### config.mk
export PLATFORM = sky130hd
export DESIGN_NAME = cmp_timer_top
export DESIGN_NICKNAME = d
export VERILOG_FILES = /design/src/rtl/cmp_timer_pkg.sv /design/src/rtl/cmp_timer_presc.sv /design/src/rtl/cmp_timer_core.sv /design/src/rtl/cmp_timer_regs.sv /design/src/rtl/cmp_timer_top.sv
export SDC_FILE = /design/constraint.sdc
export NUM_CORES = 1
export LEC_CHECK = 0
export BUFFER_PORTS_ARGS = -buffer_cell sky130_fd_sc_hd__buf_2
export CAP_MARGIN = 20
export CORE_ASPECT_RATIO = 1.1
export CORE_MARGIN = 2
export CORE_UTILIZATION = 30
export DETAILED_ROUTE_END_ITERATION = 16
export PLACE_DENSITY = 0.43
export SKIP_LAST_GASP = 1
export SYNTH_ARGS = -nofsm -noshare
export SYNTH_HDL_FRONTEND = slang
export SYNTH_HIERARCHICAL = 1
export SYNTH_SLANG_ARGS = --single-unit
### constraint.sdc
create_clock -name clk -period 6.7 [get_ports clk]
set_clock_uncertainty 0.1 [all_clocks]
set_input_delay 1.34 -clock clk [delete_from_list [all_inputs] [get_ports clk]]
set_output_delay 1.34 -clock clk [all_outputs]
set_load 0.01 [all_outputs]
### src/rtl/cmp_timer_pkg.sv
package cmp_timer_pkg;

    localparam int PSC_W  = 8;
    localparam int CNT_W  = 24;
    localparam int DATA_W = 32;
    localparam int ADDR_W = 2;

    localparam logic [ADDR_W-1:0] A_CTRL  = 2'd0;
    localparam logic [ADDR_W-1:0] A_MATCH = 2'd1;
    localparam logic [ADDR_W-1:0] A_STAT  = 2'd2;
    localparam logic [ADDR_W-1:0] A_COUNT = 2'd3;

    // control field positions
    localparam int B_MODE = PSC_W;       // two bits
    localparam int B_IEN  = PSC_W + 2;
    localparam int B_RUN  = PSC_W + 3;
    localparam int B_CLR  = PSC_W + 4;
    localparam int B_ACT  = PSC_W + 5;
    localparam int B_TOG  = PSC_W + 6;

    localparam int MIN_MATCH = 2;

    typedef enum logic [1:0] {
        MD_ONESHOT  = 2'b00,
        MD_PERIODIC = 2'b01,
        MD_TOGGLE   = 2'b10,
        MD_CONT     = 2'b11
    } mode_e;

    typedef enum logic [1:0] {
        ST_IDLE = 2'd0,
        ST_RUN  = 2'd1,
        ST_HALT = 2'd2
    } state_e;

endpackage

### src/rtl/cmp_timer_presc.sv
module cmp_timer_presc
    import cmp_timer_pkg::*;
(
    input  logic             clk,
    input  logic             rst_n,
    input  logic             en,
    input  logic             clr,
    input  logic [PSC_W-1:0] psc,
    output logic             step
);

    logic [PSC_W-1:0] div_q;

    // >= keeps a shrunken divisor from waiting for a full wrap
    always_comb begin
        step = en && (div_q >= psc);
    end

    always_ff @(posedge clk or negedge rst_n) begin
        if (!rst_n) begin
            div_q <= '0;
        end else if (clr) begin
            div_q <= '0;
        end else if (en) begin
            if (step) div_q <= '0;
            else      div_q <= div_q + 1'b1;
        end
    end

endmodule

### src/rtl/cmp_timer_core.sv
module cmp_timer_core
    import cmp_timer_pkg::*;
(
    input  logic             clk,
    input  logic             rst_n,
    input  mode_e            mode,
    input  logic [CNT_W-1:0] match,
    input  logic             step,
    input  logic             sw_clr,
    input  logic             run_set,
    input  logic             run_clr,
    input  logic             match_wr,
    output logic [CNT_W-1:0] cnt,
    output logic             running,
    output logic             hit,
    output logic             tog,
    output logic             psc_clr
);

    state_e           state_q, state_n;
    logic [CNT_W-1:0] eff_match;
    logic [CNT_W-1:0] cnt_inc;
    logic             restart_on_hit;
    logic             match_restart;

    // state register
    always_ff @(posedge clk or negedge rst_n) begin
        if (!rst_n) state_q <= ST_IDLE;
        else        state_q <= state_n;
    end

    // next state
    always_comb begin
        state_n = state_q;
        unique case (state_q)
            ST_IDLE, ST_HALT: begin
                if (sw_clr)       state_n = ST_IDLE;
                else if (run_set) state_n = ST_RUN;
            end
            ST_RUN: begin
                if (sw_clr)                            state_n = ST_IDLE;
                else if (run_clr)                      state_n = ST_HALT;
                else if (run_set)                      state_n = ST_RUN;
                else if (hit && (mode == MD_ONESHOT))  state_n = ST_IDLE;
            end
            default: state_n = ST_IDLE;
        endcase
    end

    // outputs of the machine
    always_comb begin
        running        = (state_q == ST_RUN);
        eff_match      = (match < CNT_W'(MIN_MATCH)) ? CNT_W'(MIN_MATCH) : match;
        cnt_inc        = cnt + 1'b1;
        hit            = step && (cnt_inc == eff_match);
        restart_on_hit = (mode != MD_CONT);
        match_restart  = match_wr && (mode != MD_CONT);
        psc_clr        = sw_clr || match_restart;
    end

    always_ff @(posedge clk or negedge rst_n) begin
        if (!rst_n) begin
            cnt <= '0;
        end else if (sw_clr || match_restart) begin
            cnt <= '0;
        end else if (hit && restart_on_hit) begin
            cnt <= '0;
        end else if (step) begin
            cnt <= cnt_inc;
        end
    end

    always_ff @(posedge clk or negedge rst_n) begin
        if (!rst_n) begin
            tog <= 1'b0;
        end else if (hit && (mode == MD_TOGGLE)) begin
            tog <= ~tog;
        end
    end

endmodule

### src/rtl/cmp_timer_regs.sv
module cmp_timer_regs
    import cmp_timer_pkg::*;
(
    input  logic              clk,
    input  logic              rst_n,
    input  logic              wr_en,
    input  logic [ADDR_W-1:0] wr_addr,
    input  logic [DATA_W-1:0] wr_data,
    input  logic [ADDR_W-1:0] rd_addr,
    output logic [DATA_W-1:0] rd_data,
    input  logic              hit,
    input  logic [CNT_W-1:0]  cnt,
    input  logic              running,
    input  logic              tog,
    output logic [PSC_W-1:0]  psc,
    output mode_e             mode,
    output logic              irq_en,
    output logic [CNT_W-1:0]  match,
    output logic              flag,
    output logic              irq,
    output logic              sw_clr,
    output logic              run_set,
    output logic              run_clr,
    output logic              match_wr
);

    logic ctrl_wr;
    logic stat_wr;

    always_comb begin
        ctrl_wr  = wr_en && (wr_addr == A_CTRL);
        stat_wr  = wr_en && (wr_addr == A_STAT);
        match_wr = wr_en && (wr_addr == A_MATCH);
        sw_clr   = ctrl_wr && wr_data[B_CLR];
        run_set  = ctrl_wr && !wr_data[B_CLR] && wr_data[B_RUN];
        run_clr  = ctrl_wr && !wr_data[B_CLR] && !wr_data[B_RUN];
        irq      = flag && irq_en;
    end

    always_ff @(posedge clk or negedge rst_n) begin
        if (!rst_n) begin
            psc    <= '0;
            mode   <= MD_ONESHOT;
            irq_en <= 1'b0;
        end else if (ctrl_wr) begin
            psc    <= wr_data[PSC_W-1:0];
            mode   <= mode_e'(wr_data[B_MODE+1:B_MODE]);
            irq_en <= wr_data[B_IEN];
        end
    end

    always_ff @(posedge clk or negedge rst_n) begin
        if (!rst_n)        match <= '0;
        else if (match_wr) match <= wr_data[CNT_W-1:0];
    end

    // hardware set wins over a same-cycle software clear
    always_ff @(posedge clk or negedge rst_n) begin
        if (!rst_n)                     flag <= 1'b0;
        else if (hit)                   flag <= 1'b1;
        else if (stat_wr && wr_data[0]) flag <= 1'b0;
    end

    always_comb begin
        rd_data = '0;
        unique case (rd_addr)
            A_CTRL: begin
                rd_data[PSC_W-1:0]       = psc;
                rd_data[B_MODE+1:B_MODE] = mode;
                rd_data[B_IEN]           = irq_en;
                rd_data[B_RUN]           = running;
                rd_data[B_ACT]           = running;
                rd_data[B_TOG]           = tog;
            end
            A_MATCH: rd_data[CNT_W-1:0] = match;
            A_STAT:  rd_data[0]         = flag;
            A_COUNT: rd_data[CNT_W-1:0] = cnt;
            default: rd_data = '0;
        endcase
    end

endmodule

### src/rtl/cmp_timer_top.sv
module cmp_timer_top
    import cmp_timer_pkg::*;
(
    input  logic              clk,
    input  logic              rst_n,
    input  logic              wr_en,
    input  logic [ADDR_W-1:0] wr_addr,
    input  logic [DATA_W-1:0] wr_data,
    input  logic [ADDR_W-1:0] rd_addr,
    output logic [DATA_W-1:0] rd_data,
    output logic              timeout_o,
    output logic              irq_o,
    output logic              toggle_o,
    output logic              active_o
);

    logic [PSC_W-1:0] psc;
    mode_e            mode;
    logic             irq_en;
    logic [CNT_W-1:0] match;
    logic             flag;
    logic             irq;
    logic             sw_clr;
    logic             run_set;
    logic             run_clr;
    logic             match_wr;
    logic [CNT_W-1:0] cnt;
    logic             running;
    logic             hit;
    logic             tog;
    logic             psc_clr;
    logic             step;
    logic             ctrl_wr;

    cmp_timer_regs u_regs (
        .clk      (clk),
        .rst_n    (rst_n),
        .wr_en    (wr_en),
        .wr_addr  (wr_addr),
        .wr_data  (wr_data),
        .rd_addr  (rd_addr),
        .rd_data  (rd_data),
        .hit      (hit),
        .cnt      (cnt),
        .running  (running),
        .tog      (tog),
        .psc      (psc),
        .mode     (mode),
        .irq_en   (irq_en),
        .match    (match),
        .flag     (flag),
        .irq      (irq),
        .sw_clr   (sw_clr),
        .run_set  (run_set),
        .run_clr  (run_clr),
        .match_wr (match_wr)
    );

    cmp_timer_presc u_presc (
        .clk   (clk),
        .rst_n (rst_n),
        .en    (running),
        .clr   (psc_clr),
        .psc   (psc),
        .step  (step)
    );

    cmp_timer_core u_core (
        .clk      (clk),
        .rst_n    (rst_n),
        .mode     (mode),
        .match    (match),
        .step     (step),
        .sw_clr   (sw_clr),
        .run_set  (run_set),
        .run_clr  (run_clr),
        .match_wr (match_wr),
        .cnt      (cnt),
        .running  (running),
        .hit      (hit),
        .tog      (tog),
        .psc_clr  (psc_clr)
    );

    always_comb begin
        ctrl_wr   = sw_clr || run_set || run_clr;
        timeout_o = flag;
        irq_o     = irq;
        toggle_o  = tog;
        active_o  = running;
    end

endmodule

==> flow_summary.toml <==
[synth]
synthSimpleGateAreaFrac_pct = 23.85
avgSynthCellArea_um2 = 9.784
synth-seq-area-share_pct = 34.13
synth_top_family_by_area = "simple AND/OR/NAND/NOR gates"
synthMuxAreaShare_pct = 15.19
synth_compound_area_share_pct = 10.07
syn_area_mm2 = 0.005205
async_reset_ff_share_pct = 100.0
ys_seq_elements = 71
yosys_most_used_dff = "dfrtp_1"
synth_edf_count = 0
synth_fa_ha_area_share_pct = 2.404
synth.distinct_cells = 76
yosysWarnings = 6
yosys.area_share.xor_xnor_pct = 8.077
synth_cells = 532

[place]
placed_cells = 795
dp_hpwl_um = 10630
gp_congestion = 0.8850
numPortBuffers = 58
dp_slack_ns = 2.317

[timing]
layout_min_cycle_time_ns = 4.360
finalHoldViolCount = 0
setup_tns_ns = 0
worstMarginPinSlew_ns = 0.9853
maxSlewViolCount = 0
fin_ws_ns = 2.340
relSlewSlack_pct = 34.24
rsz0062_at_grt = "false"
fmax_mhz = 229.3
post-route-period-util_pct = 65.08
setup_viol = 0

[global_routing]
grtUsageTotal_pct = 16.60
grt_max_degree = 72
first_global_vias = 4176
antenna_found_initial = 0
gr-total-overflow = 0
grt_pass1_wl_um = 23440

[floorplan]
pin_count = 75
dieArea_mm2 = 0.01842
initial_utilization_pct = 30.59
fp.coreArea_mm2 = 0.01702
die_width_um = 129.6
rows = 50
die_h_um = 142.2

[setup_path]
crit_top_cell = "buf_2"
rr_worst_depth = 12
crit_path_top_delay_cell = "and2_1"
critical_path_required_ns = 5.26
cp_max_fo = 25
critPathLaunchType = "primary input"
r2r-start = "u_presc/div_q[0]$_DFFE_PN0P_"
slowest_delay_ns = 0.65
cp-end-kind = "output pin"
path_cells = "buf_2, and2_1, o2bb2ai_1, buf_2"
arrival_ns = 2.92
ff2ff_setup_slack_ns = 2.76
crit_type = "primary input to output pin"
r2r_end = "u_core/cnt[9]$_DFFE_PN0P_"

[clock_tree]
cts_tree = "done"
cts_root_buf = "clkbuf_16"
cts_sinks = 71
clk_path_buf_depth = 2
post_cts_resized = 0
h-tree-depth = 3
clkLatencyLatePin_ns = 0.34
cts_setup_buffers = 0
clk_pin_slew_ns = 0.06
postCtsHoldBufs = 0
cts-buffers-inserted = 9

[routing]
remaining_drc_errors = 0
vias = 4182
antenna_left = 0
wl_per_cell_um = 18.07
firstDrtPassIters = 4
drt-initial-drc-count = 155
viasPerCell = 5.157
drt-total-wl_um = 14650

[power]
power_density_mw_per_mm2 = 267.3
p_leak_uw = 0.002594
ir_drop_mv = 0.1175

[min_path]
hp-start = "u_core/tog$_DFFE_PN0P_"
whs_endpoint = "u_core/tog$_DFFE_PN0P_"
min_path_type = "flip-flop to flip-flop"
hold_path_depth = 1

[final_layout]
layout-drive-gt1-share_pct = 22.18
final_cell_mix = "dfrtp_1, buf_2, nor2_1"
layout_commonest_cell = "dfrtp_1"
layout.nets = 621
instances_no_fill = 811
num-fill-cells = 1800
area.growth.synth_to_final_pct = 12.60
diodes = 0

[run_status]
status = "finished clean"

[job]
maxCapViolations = 0
[state kept, by name, summed over array words and instances (netlist names), 2 cells and up]
signal and cells:
u_regs/match 24, u_presc/div_q 8, u_core/state_q 2, u_regs/psc 8
u_regs/mode 2, u_core/cnt 24
[layout make-up]
type / count / area [um^2] / area share (%)
multi-input combinational: 416 / 3132 / 53.44
sequential: 71 / 1777 / 30.32
timing repair buffer: 60 / 307.8 / 5.252
tap: 234 / 292.8 / 4.996
clock buffer: 10 / 239.0 / 4.078
clock inverter: 6 / 60.06 / 1.025
inverter: 14 / 52.55 / 0.8967
[worst max-delay path: cells and delay by family]
kind / cells / cell delay [ns]
buffers and inverters: 2 / 0.69
and+or+nand+nor: 1 / 0.65
AOI/OAI and AO/OA: 1 / 0.22
[power by group]
part / switching [uW] / internal [uW]
sequential: 114 / 501
combinational: 239 / 226
clock: 190 / 296
[Yosys cell counts, types with 12 or more instances]
cell type,n,area (um^2)
nor2_1,43,161.4
mux2_4,17,255.2
nand4_1,18,112.6
buf_2,14,70.07
mux2_2,15,168.9
nand2_1,24,90.09
xnor2_1,26,227.7
nor3_1,15,75.07
inv_1,14,52.55
xor2_1,22,192.7
o2bb2ai_1,13,113.9
mux2i_1,31,310.3
nor2b_1,21,131.4
nor4_1,15,93.84
nand3_1,21,105.1
dfrtp_1,71,1777
and3_1,12,75.07
buf_4,12,90.09
[per-stage QoR]
| stage | total power, uW | instance area [um^2] | hold WS (ns) | util [%] |
|---|---|---|---|---|
| after global routing | 1678 | 5861 | 0.4165 | 34.44 |
| after CTS | 1590 | 5861 | 0.3925 | 34.44 |
| after floorplan | 959.6 | 5231 | 0.3948 | - |
| after detailed placement | 1088 | 5562 | 0.3793 | 32.68 |
| after global placement | 1081 | 5562 | 0.3841 | 32.68 |
| final | 1567 | 5861 | 0.3878 | 34.44 |
[per-layer routing]
layer  global-route usage (%)  share of wire (%)  vias to the layer above
met3                    3.985                4.9                       15
met4                    4.527                1.4                        0
met1                    23.18                 48                     2044
met2                    25.60                 46                      108
met5                        0                  0                        -
li1                         -                  -                     2015
[how the worst max path moves through the flow]
stage | from | end | slack, ns
6_report | rd_addr[1] | rd_data[8] | 2.34
5_1_grt | rd_addr[0] | rd_data[8] | 2.19
4_1_cts | rd_addr[0] | rd_data[7] | 2.31
3_3_place_gp | rd_addr[0] | rd_data[7] | 2.31
2_1_floorplan | rd_addr[1] | rd_data[0] | 3.16
3_5_place_dp | rd_addr[0] | rd_data[7] | 2.32
[kinds of logic after synthesis]
kind of cell,Yosys count
other cells,1
buf+inv,52
compound gates,68
flops,71
mux,67
xor+xnor,48
simple gates,215
fa+ha+maj,10
No activity file was read; power rests on OpenSTA's default activity.
